--- config.mk ---
export PLATFORM = sky130hd
export DESIGN_NAME = mpu_guard
export DESIGN_NICKNAME = d
export VERILOG_FILES = /design/src/rtl/mpu_pkg.sv /design/src/rtl/mpu_rgn_match.sv /design/src/rtl/mpu_perm_eval.sv /design/src/rtl/mpu_guard.sv
export SDC_FILE = /design/constraint.sdc
export NUM_CORES = 1
export LEC_CHECK = 0
export CAP_MARGIN = 10
export CORE_UTILIZATION = 40
export DETAILED_ROUTE_END_ITERATION = 6
export PLACE_DENSITY = 0.71
export SYNTH_ARGS = -nofsm -noshare
export SYNTH_HDL_FRONTEND = slang
export SYNTH_HIERARCHICAL = 1
export SYNTH_SLANG_ARGS = --single-unit
--- constraint.sdc ---
create_clock -name clk -period 17.3 [get_ports clk]
set_input_delay 5.19 -clock clk [delete_from_list [all_inputs] [get_ports clk]]
set_output_delay 5.19 -clock clk [all_outputs]
set_load 0.05 [all_outputs]
--- src/rtl/mpu_pkg.sv ---
// Package: shared encodings for the memory protection region checker.
// Assumes a 32-bit address space and eight sub-regions per region.
package mpu_pkg;
    typedef enum logic [1:0] {
        KIND_READ  = 2'd0,
        KIND_WRITE = 2'd1,
        KIND_FETCH = 2'd2
    } acc_kind_t;

    // Smallest legal size field (32-byte region) and smallest with sub-regions (256 bytes)
    localparam int SIZE_MIN     = 4;
    localparam int SIZE_SUB_MIN = 7;
    localparam int SUB_COUNT    = 8;
endpackage

--- src/rtl/mpu_rgn_match.sv ---
// Module: address match for one region.
// Decides whether an address lies in the region and in a sub-region that is
// not disabled. Assumes the base is aligned to the region size; low base bits
// are ignored. Size field N gives 2^(N+1) bytes.
module mpu_rgn_match
    import mpu_pkg::*;
#(
    parameter int AW  = 32,
    parameter int SZW = 5
) (
    input  logic [AW-1:0]        addr,
    input  logic                 on,
    input  logic [AW-1:0]        base,
    input  logic [SZW-1:0]       size,
    input  logic [SUB_COUNT-1:0] subdis,
    output logic                 hit
);
    localparam int SHW = SZW + 1;

    logic [SHW-1:0] span_shift;
    logic [SHW-1:0] sub_shift;
    logic [AW:0]    upper_mask;
    logic [AW-1:0]  sub_bits;
    logic           in_range;
    logic           sub_off;

    // Purpose: compare upper address bits and look up the sub-region disable bit.
    always_comb begin
        span_shift = {1'b0, size} + SHW'(1);
        sub_shift  = (size >= SZW'(SIZE_SUB_MIN)) ? ({1'b0, size} - SHW'(2)) : '0;
        upper_mask = {(AW+1){1'b1}} << span_shift;
        in_range   = ((({1'b0, addr} ^ {1'b0, base}) & upper_mask) == '0);
        sub_bits   = addr >> sub_shift;
        sub_off    = (size >= SZW'(SIZE_SUB_MIN)) && subdis[sub_bits[2:0]];
        hit        = on && (size >= SZW'(SIZE_MIN)) && in_range && !sub_off;
    end
endmodule

--- src/rtl/mpu_perm_eval.sv ---
// Module: permission evaluation for the region that decides an access.
// Maps the three-bit permission code, access kind, privilege and
// execute-never bit to an allow flag. Unknown codes deny everything.
module mpu_perm_eval
    import mpu_pkg::*;
(
    input  logic [2:0] perm,
    input  logic       xn,
    input  logic [1:0] kind,
    input  logic       priv,
    output logic       ok
);
    logic can_rd;
    logic can_wr;

    // Purpose: decode read and write rights for the current privilege level.
    always_comb begin
        can_rd = 1'b0;
        can_wr = 1'b0;
        unique case (perm)
            3'd1: begin can_rd = priv; can_wr = priv; end
            3'd2: begin can_rd = 1'b1; can_wr = priv; end
            3'd3: begin can_rd = 1'b1; can_wr = 1'b1; end
            3'd5: begin can_rd = priv; end
            3'd6: begin can_rd = 1'b1; end
            default: begin can_rd = 1'b0; can_wr = 1'b0; end
        endcase
    end

    // Purpose: combine rights with the access kind and execute-never.
    always_comb begin
        if (kind == KIND_WRITE) ok = can_wr;
        else if (kind == KIND_FETCH) ok = can_rd && !xn;
        else ok = can_rd;
    end
endmodule

--- src/rtl/mpu_guard.sv ---
// Module: top of the memory protection region checker.
// Matches each access against all regions in parallel, lets the highest
// numbered hit decide, applies global controls and registers the result.
// Assumes region configuration is stable while an access is checked.
module mpu_guard
    import mpu_pkg::*;
#(
    parameter int NREG = 8,
    parameter int AW   = 32
) (
    input  logic                     clk,
    input  logic                     rst_n,
    input  logic                     acc_valid,
    input  logic [AW-1:0]            acc_addr,
    input  logic [1:0]               acc_kind,
    input  logic                     acc_priv,
    input  logic                     acc_exc,
    input  logic                     cfg_unit_on,
    input  logic                     cfg_priv_map,
    input  logic                     cfg_exc_check,
    input  logic [NREG-1:0]          rgn_on,
    input  logic [NREG*AW-1:0]       rgn_base,
    input  logic [NREG*$clog2(AW)-1:0] rgn_size,
    input  logic [NREG*8-1:0]        rgn_subdis,
    input  logic [NREG*3-1:0]        rgn_perm,
    input  logic [NREG-1:0]          rgn_xn,
    output logic                     resp_valid,
    output logic                     resp_allow,
    output logic                     fault_pulse,
    output logic [AW-1:0]            fault_addr
);
    localparam int SZW  = $clog2(AW);
    localparam int IDXW = (NREG > 1) ? $clog2(NREG) : 1;

    logic [NREG-1:0] hit;
    logic [IDXW-1:0] sel;
    logic            any_hit;
    logic [2:0]      sel_perm;
    logic            sel_xn;
    logic            perm_ok;
    logic            allow_c;

    // One match unit per region
    for (genvar g = 0; g < NREG; g++) begin : g_rgn
        mpu_rgn_match #(.AW(AW), .SZW(SZW)) u_match (
            .addr   (acc_addr),
            .on     (rgn_on[g]),
            .base   (rgn_base[g*AW +: AW]),
            .size   (rgn_size[g*SZW +: SZW]),
            .subdis (rgn_subdis[g*8 +: 8]),
            .hit    (hit[g])
        );
    end

    // Purpose: pick the highest-numbered region that hits.
    always_comb begin
        sel     = '0;
        any_hit = 1'b0;
        for (int i = 0; i < NREG; i++) begin
            if (hit[i]) begin
                sel     = IDXW'(i);
                any_hit = 1'b1;
            end
        end
        sel_perm = rgn_perm[sel*3 +: 3];
        sel_xn   = rgn_xn[sel];
    end

    mpu_perm_eval u_perm (
        .perm (sel_perm),
        .xn   (sel_xn),
        .kind (acc_kind),
        .priv (acc_priv),
        .ok   (perm_ok)
    );

    // Purpose: apply global controls and the default map to the region verdict.
    always_comb begin
        if (!cfg_unit_on) allow_c = 1'b1;
        else if (acc_exc && !cfg_exc_check) allow_c = 1'b1;
        else if (any_hit) allow_c = perm_ok;
        else allow_c = acc_priv && cfg_priv_map;
    end

    // Purpose: register the response, fault pulse and fault address.
    always_ff @(posedge clk) begin
        if (!rst_n) begin
            resp_valid  <= 1'b0;
            resp_allow  <= 1'b0;
            fault_pulse <= 1'b0;
            fault_addr  <= '0;
        end else begin
            resp_valid  <= acc_valid;
            resp_allow  <= acc_valid && allow_c;
            fault_pulse <= acc_valid && !allow_c;
            if (acc_valid && !allow_c) fault_addr <= acc_addr;
        end
    end

    // a disabled unit never denies
    p_off_allows_r1: assert property (@(posedge clk) disable iff (!rst_n)
        acc_valid && !cfg_unit_on |=> resp_allow && !fault_pulse);

    // an unmatched user access is denied while checking is active
    p_user_miss_r7: assert property (@(posedge clk) disable iff (!rst_n)
        acc_valid && cfg_unit_on && !acc_priv && !acc_exc && (hit == '0) |=> fault_pulse);

    // exception context bypasses checking when not kept on
    p_exc_bypass_r8: assert property (@(posedge clk) disable iff (!rst_n)
        acc_valid && acc_exc && !cfg_exc_check |=> resp_allow);

    // the deciding region has no higher-numbered hit above it
    p_top_hit_r9: assert property (@(posedge clk) disable iff (!rst_n)
        any_hit |-> ((hit >> sel) == NREG'(1)));

    // a fault captures the address of the denied access
    p_fault_addr_r10: assert property (@(posedge clk) disable iff (!rst_n)
        fault_pulse |-> fault_addr == $past(acc_addr) && resp_valid && !resp_allow);

    // fault address holds when no fault is raised
    p_fault_hold_r10: assert property (@(posedge clk) disable iff (!rst_n)
        !fault_pulse |-> $stable(fault_addr));

    // one response per access, one cycle later
    p_latency_r11: assert property (@(posedge clk) disable iff (!rst_n)
        acc_valid |=> resp_valid);
    p_no_spurious_r11: assert property (@(posedge clk) disable iff (!rst_n)
        !acc_valid |=> !resp_valid && !fault_pulse);
endmodule

## Yosys cells after proc, flatten, opt, wreduce, memory -nomap -nowiden

Index checks and enable logic that the tools add are counted.

- $add $sub $neg: 16
- Multipliers: 1
- $lt $le $gt $ge: 25
- Equality and inequality tests: 7
- Shifts and indexed selects: 17
- Multiplexer cells: 48
- Bitwise gates (word level): 16
- Reduce and logical (&&, ||, !) cells: 59

Operators with widths:

| operator | count |
|---|---|
| bitwise AND 33 bit | 8 |
| logical NOT 33 bit | 8 |
| left shift 33 x 6 -> 33 bit (first input constant) | 8 |
| right shift 32 x 6 -> 3 bit | 8 |
| bitwise XOR 32 bit | 8 |
| greater-or-equal comparator 5 x 3 -> 1 bit (second input constant) | 16 |
| adder 5 x 1 -> 6 bit (second input constant) | 8 |
| two-way mux 6 bit | 8 |
| subtractor 5 x 2 -> 6 bit (second input constant) | 8 |
| logical AND 1 bit | 37 |
| less-than comparator 3 x 4 -> 1 bit (second input constant) | 9 |
| binary-select mux 1 bit (select 3 bit) | 9 |
| variable part select 24 x 6 -> 3 bit | 1 |
| two-way mux 1 bit | 23 |
| two-way mux 3 bit | 6 |
| logical NOT 1 bit | 11 |
| equality test 3 x 2 -> 1 bit (second input constant) | 2 |
| equality test 3 bit (second input constant) | 2 |
| multiplier 3 x 2 -> 5 bit (second input constant) | 1 |
| one-hot mux 1 bit (2 select lines) | 2 |
| OR reduction 2 bit | 2 |
| equality test 3 x 1 -> 1 bit (second input constant) | 1 |
| OR reduction 3 bit | 1 |
| equality test 2 x 1 -> 1 bit (second input constant) | 1 |
| equality test 2 bit (second input constant) | 1 |

- Register bits after elaboration: 35
- Input bits: 442
- Output and inout port bits: 35
- Word-level logic and storage cells: 193

## Logic depth before layout (Yosys ltp)

- Word-level depth: 28
- Mapped depth: 29
- Depth with buffers taken out: 23

## Modules after synthesis

The synthesis kept the hierarchy.

Modules (own cells, without submodules):

| module | instances | cells an instance | area an instance (um2) | sequential area each (um2) |
|---|---|---|---|---|
| mpu_rgn_match (g_rgn[3].u_match ...) | 5 | 302 | 2147.1 | 0.0 |
| mpu_rgn_match (g_rgn[0].u_match ...) | 3 | 285 | 1971.9 | 0.0 |
| mpu_guard | 1 | 195 | 1637.8 | 700.7 |
| mpu_perm_eval | 1 | 8 | 51.3 | 0.0 |

## Least setup slack after synthesis

No wires, ideal clock.

- Path type: input -> register
- From: input rgn_size[10]
- To: register fault_addr[11]
- Setup time: 0.121 ns
- Arrival: 10.293 ns
- Data required time: 17.179 ns
- Setup slack: 6.886 ns
- Stages on the path: 25
- Path buffers: 4
- Cells stage by stage: ha_1 -> buf_2 -> a2111oi_4 -> nor2_2 -> mux2_2 -> nor4_1 -> nor4_1 -> o311ai_1 -> mux4_1 -> mux2_2 -> a21oi_2 -> nor2_1 -> a221oi_4 -> o21ba_1 -> clkbuf_2 -> mux2i_1 -> o221ai_1 -> a21oi_1 -> o221a_1 -> a21boi_1 -> and4bb_1 -> buf_6 -> buf_6 -> nand3_1 -> o21ai_0

- Cells in the longest elaborated chain, start to end: 27
- Elaborated cells between the ends (all ways): 51
- Classes of those cells: add/sub: 2; mul: 1; order compare: 2; eq/ne: 5; shift: 3; mux: 24; bitwise: 1; reduce/logical: 13

RTL lines:

| what | RTL line | RTL |
|---|---|---|
| from (decl) | mpu_guard.sv:23 | `input logic [NREG*$clog2(AW)-1:0] rgn_size,` |
| subtractor 5 x 2 -> 6 bit or greater-or-equal comparator 5 x 3 -> 1 bit (tied branches) | mpu_rgn_match.sv:30, mpu_rgn_match.sv:34 |  |
| two-way mux 6 bit | mpu_rgn_match.sv:30 | `sub_shift = (size >= SZW'(SIZE_SUB_MIN)) ? ({1'b0, size} - SHW'(2)) : '0;` |
| right shift 32 x 6 -> 3 bit | mpu_rgn_match.sv:33 | `sub_bits = addr >> sub_shift;` |
| binary-select mux 1 bit (select 3 bit) | mpu_rgn_match.sv:34 | `sub_off = (size >= SZW'(SIZE_SUB_MIN)) && subdis[sub_bits[2:0]];` |
| two-way mux 1 bit (not written as such) | mpu_rgn_match.sv:34 |  |
| logical AND 1 bit | mpu_rgn_match.sv:34 |  |
| logical NOT 1 bit | mpu_rgn_match.sv:35 | `hit = on && (size >= SZW'(SIZE_MIN)) && in_range && !sub_off;` |
| logical AND 1 bit (*) | mpu_rgn_match.sv:35 |  |
| named net hit[2] | mpu_guard.sv:35 | `logic [NREG-1:0] hit;` |
| [... 8 more ...] | n/a |  |
| named net sel_perm[0] | mpu_guard.sv:38 | `logic [2:0] sel_perm;` |
| [... 4 more ...] | n/a |  |
| two-way mux 1 bit | mpu_perm_eval.sv:33 | `else if (kind == KIND_FETCH) ok = can_rd && !xn;` |
| two-way mux 1 bit (*) | mpu_perm_eval.sv:32 | `if (kind == KIND_WRITE) ok = can_wr;` |
| named net perm_ok | mpu_guard.sv:40 | `logic perm_ok;` |
| two-way mux 1 bit (*) | mpu_guard.sv:81 | `else if (any_hit) allow_c = perm_ok;` |
| two-way mux 1 bit (*) | mpu_guard.sv:80 | `else if (acc_exc && !cfg_exc_check) allow_c = 1'b1;` |
| two-way mux 1 bit (*) | mpu_guard.sv:79 | `if (!cfg_unit_on) allow_c = 1'b1;` |
| logical NOT 1 bit (*) | mpu_guard.sv:96 | `if (acc_valid && !allow_c) fault_addr <= acc_addr;` |
| logical AND 1 bit (*) | mpu_guard.sv:96 |  |
| to (signal assigned) | mpu_guard.sv:96 |  |
| to (decl) | mpu_guard.sv:30 | `output logic [AW-1:0] fault_addr` |

The timed path passes the listed nets; every way through them passes the cells marked *. The select of a mux whose other input is x is not followed.
A chain may end at the register's enable or synchronous reset.

## Final worst setup path

- From: input rgn_size[11]
- To: register fault_addr[26]

The elaborated chain is that of the path after synthesis.

==> flow_summary.ini <==
[outcome]
status = finished, final reports clean

[placement]
dp_hpwl_microns = 58600
gp_congestion = 0.994
placed_area_sq_um = 23200
port-buffer-count = 476
post-place-ws_ps = 4420

[timing]
max_clock_freq_mhz = 78.1
slew_violations = 0
holdWs_ps = 457
max_slew_margin = 0.225
finClkSkew_ps = 0
hold_violations = 0
fin_crit_ps = 12800
setup_viol = 0
tns_ps = 0
worst_pin_slew_ps = 1160
fin_crit_sh = 0.740
setup_ws_ps = 4500
rsz0062_at_grt = no

[setup_path]
end_kind = flop
crit_type = in -> reg
arrival_ps = 12920
required_ps = 17420
cp_max_fo = 64
worstSetupStartpointType = primary input

[finish]
final_area_sq_um = 23300
drive_above_1_share = 0.0771
nets = 3419
synthToLayoutAreaGrowth_pct = 27.2

[min_path]
hold_class = reg -> reg

[clock_tree]
tritoncts = done
htreeDepth = 2
clockBufferDepth = 2
cts_num_sinks = 35
cts.hold.buffers_added = 0
post_cts_buffers = 0
clkTransAtPathRegs_ps = 60
cts_buffers = 5
clockRootBuffer = clkbuf_16
postCtsResizedCells = 0
clock_latency_ps = 280

[power_and_ir_drop]
power_frac_clock = 0.110
pwr-share-seq = 0.091
p_int_mw = 0.472
p_total_mw = 0.946
swShare = 0.502
leakagePower_nw = 8.38
powerDensity_nw_per_um2 = 40.6
irDropWorstVdd_mv = 0.0506
p_comb_frac = 0.799
switchingPower_mw = 0.475

[global_routing]
busiest_layer = met2
use_met2 = 0.586
grt.overflow.total = 0
grtUsageMet3 = 0.0733
antenna_found_initial = 4
grt_pass1_wl_microns = 138000
use_met1 = 0.476
grt_max_degree = 66
grt_usage = 0.370
grt_pass1_vias = 23100

[route]
firstDrtPassIters = 7
routed_wirelength_microns = 92400
drc_errors = 0
wire_per_inst_microns = 26.2
vias = 24300
drtAntennaViolNets = 0
drtIter0Drc = 3850
drt-vias-per-instance = 6.88

[yosys]
synth.area.top_cells = xor2_1 (7.7%), xnor2_1 (7.2%), mux2i_1 (6.7%)
yosysTopAreaCell = xor2_1
synth.avg_cell_area_sq_um = 7.14
synth_edf_count = 0
yosysSeqAreaShare = 0.0382
synth_top_area_share = 0.0769
async_flop_share = 0
synth_ff_type = dfxtp_1
ys.warnings.count = 6
synthCells = 2568
synth_common_cells = o21ai_0 (203), a21oi_1 (173), nand2_1 (170)
synth_fp_nets = 3058
ys_ff_latch = 35
syn_area_sq_um = 18300
synth_cell_types = 91
synth_most_common_cell = o21ai_0

[floorplanning]
fp-row-count = 78
initial_core_util = 0.405
die_area_sq_um = 46700
num_io_pins = 477
core_area_sq_um = 45300
die_w_microns = 216
die_h_microns = 216

[run]
maxCapViolations = 0
-- state kept, by name, indices dropped and copies added (netlist names) --
signal       count
fault_addr      32
resp_valid       1
fault_pulse      1
resp_allow       1
-- cells in the final DEF, fill, tap and decap left out, drive strengths merged, types with 29 or more instances in the layout --
master	instances
nand3	91
nor2	175
a21oi	176
xnor2	150
mux2i	122
clkdlybuf4s50	443
o22ai	68
buf	86
a31oi	41
a2111oi	29
nor3	125
xor2	161
ha	48
inv	73
mux2	55
nand2	170
o221ai	56
dfxtp	35
o21ai	235
nor4	29
a211oi	54
-- routing by layer --
layer / routed length (microns) / up-vias
met5: 18 / -
li1: - / 10700
met2: 40600 / 1853
met4: 5170 / 4
met3: 11100 / 445
met1: 35600 / 11300
-- path summary, 6_finish.rpt --
check	depth (start not counted)	endpoint	startpoint	slack, ps
min reg2reg	2	fault_addr[10]	fault_addr[10]	460
min	2	fault_addr[10]	fault_addr[10]	460
max	22	fault_addr[26]	rgn_size[11]	4500
max reg2reg	2	fault_addr[27]	fault_addr[27]	16610
-- layout make-up --
cell class	count	area (sq um)
clock buffers	5	125
well taps	600	751
multi-input cells	2285	16400
inverters	73	274
fillers	4421	22000
diodes	3	7.51
flip-flops and latches	35	701
repair buffers	529	5000
clock inverters	3	43.8
-- per-stage QoR --
step           instances  utilization
3_3_place_gp        3522        0.511
5_1_grt             3531        0.515
6_report            3533        0.515
4_1_cts             3530        0.515
3_5_place_dp        3522        0.511
2_1_floorplan       2568            -
-- power groups by stage --
stage	registers (mW)	clock network [mW]	logic, mW
after floorplan	0.100	0	0.435
after global placement	0.0881	0	0.723
after detailed placement	0.0881	0	0.729
after CTS	0.0865	0.104	0.733
after global routing	0.0868	0.109	0.800
final	0.0865	0.104	0.756
-- worst max-delay path: stages --
cell and delay [ps]:
clkdlybuf4s50_1 470, buf_4 350, inv_1 320, ha_1 1110
inv_1 320, o211ai_1 180, a21oi_1 90, o311ai_1 470
mux4_1 630, mux2_2 290, a21oi_2 330, nor2_1 130
a221oi_4 430, o21ba_1 330, mux2i_1 240, o221ai_1 190
a21oi_1 190, a21oi_1 80, o221a_1 120, a21boi_1 160
and4bb_2 1050, o21ai_0 230
-- cells by family (layout without fill, tap and decap cells) --
kind of cell	count (synthesis)	count (layout)	synth area share
compound gates	986	986	0.388
simple gates	736	736	0.197
xor+xnor	311	311	0.149
buf+inv	248	610	0.0658
mux	196	196	0.126
fa+ha+maj	56	56	0.0371
flops	35	35	0.0382
other cells	0	3	0
Power figures use the tool's default switching activity.
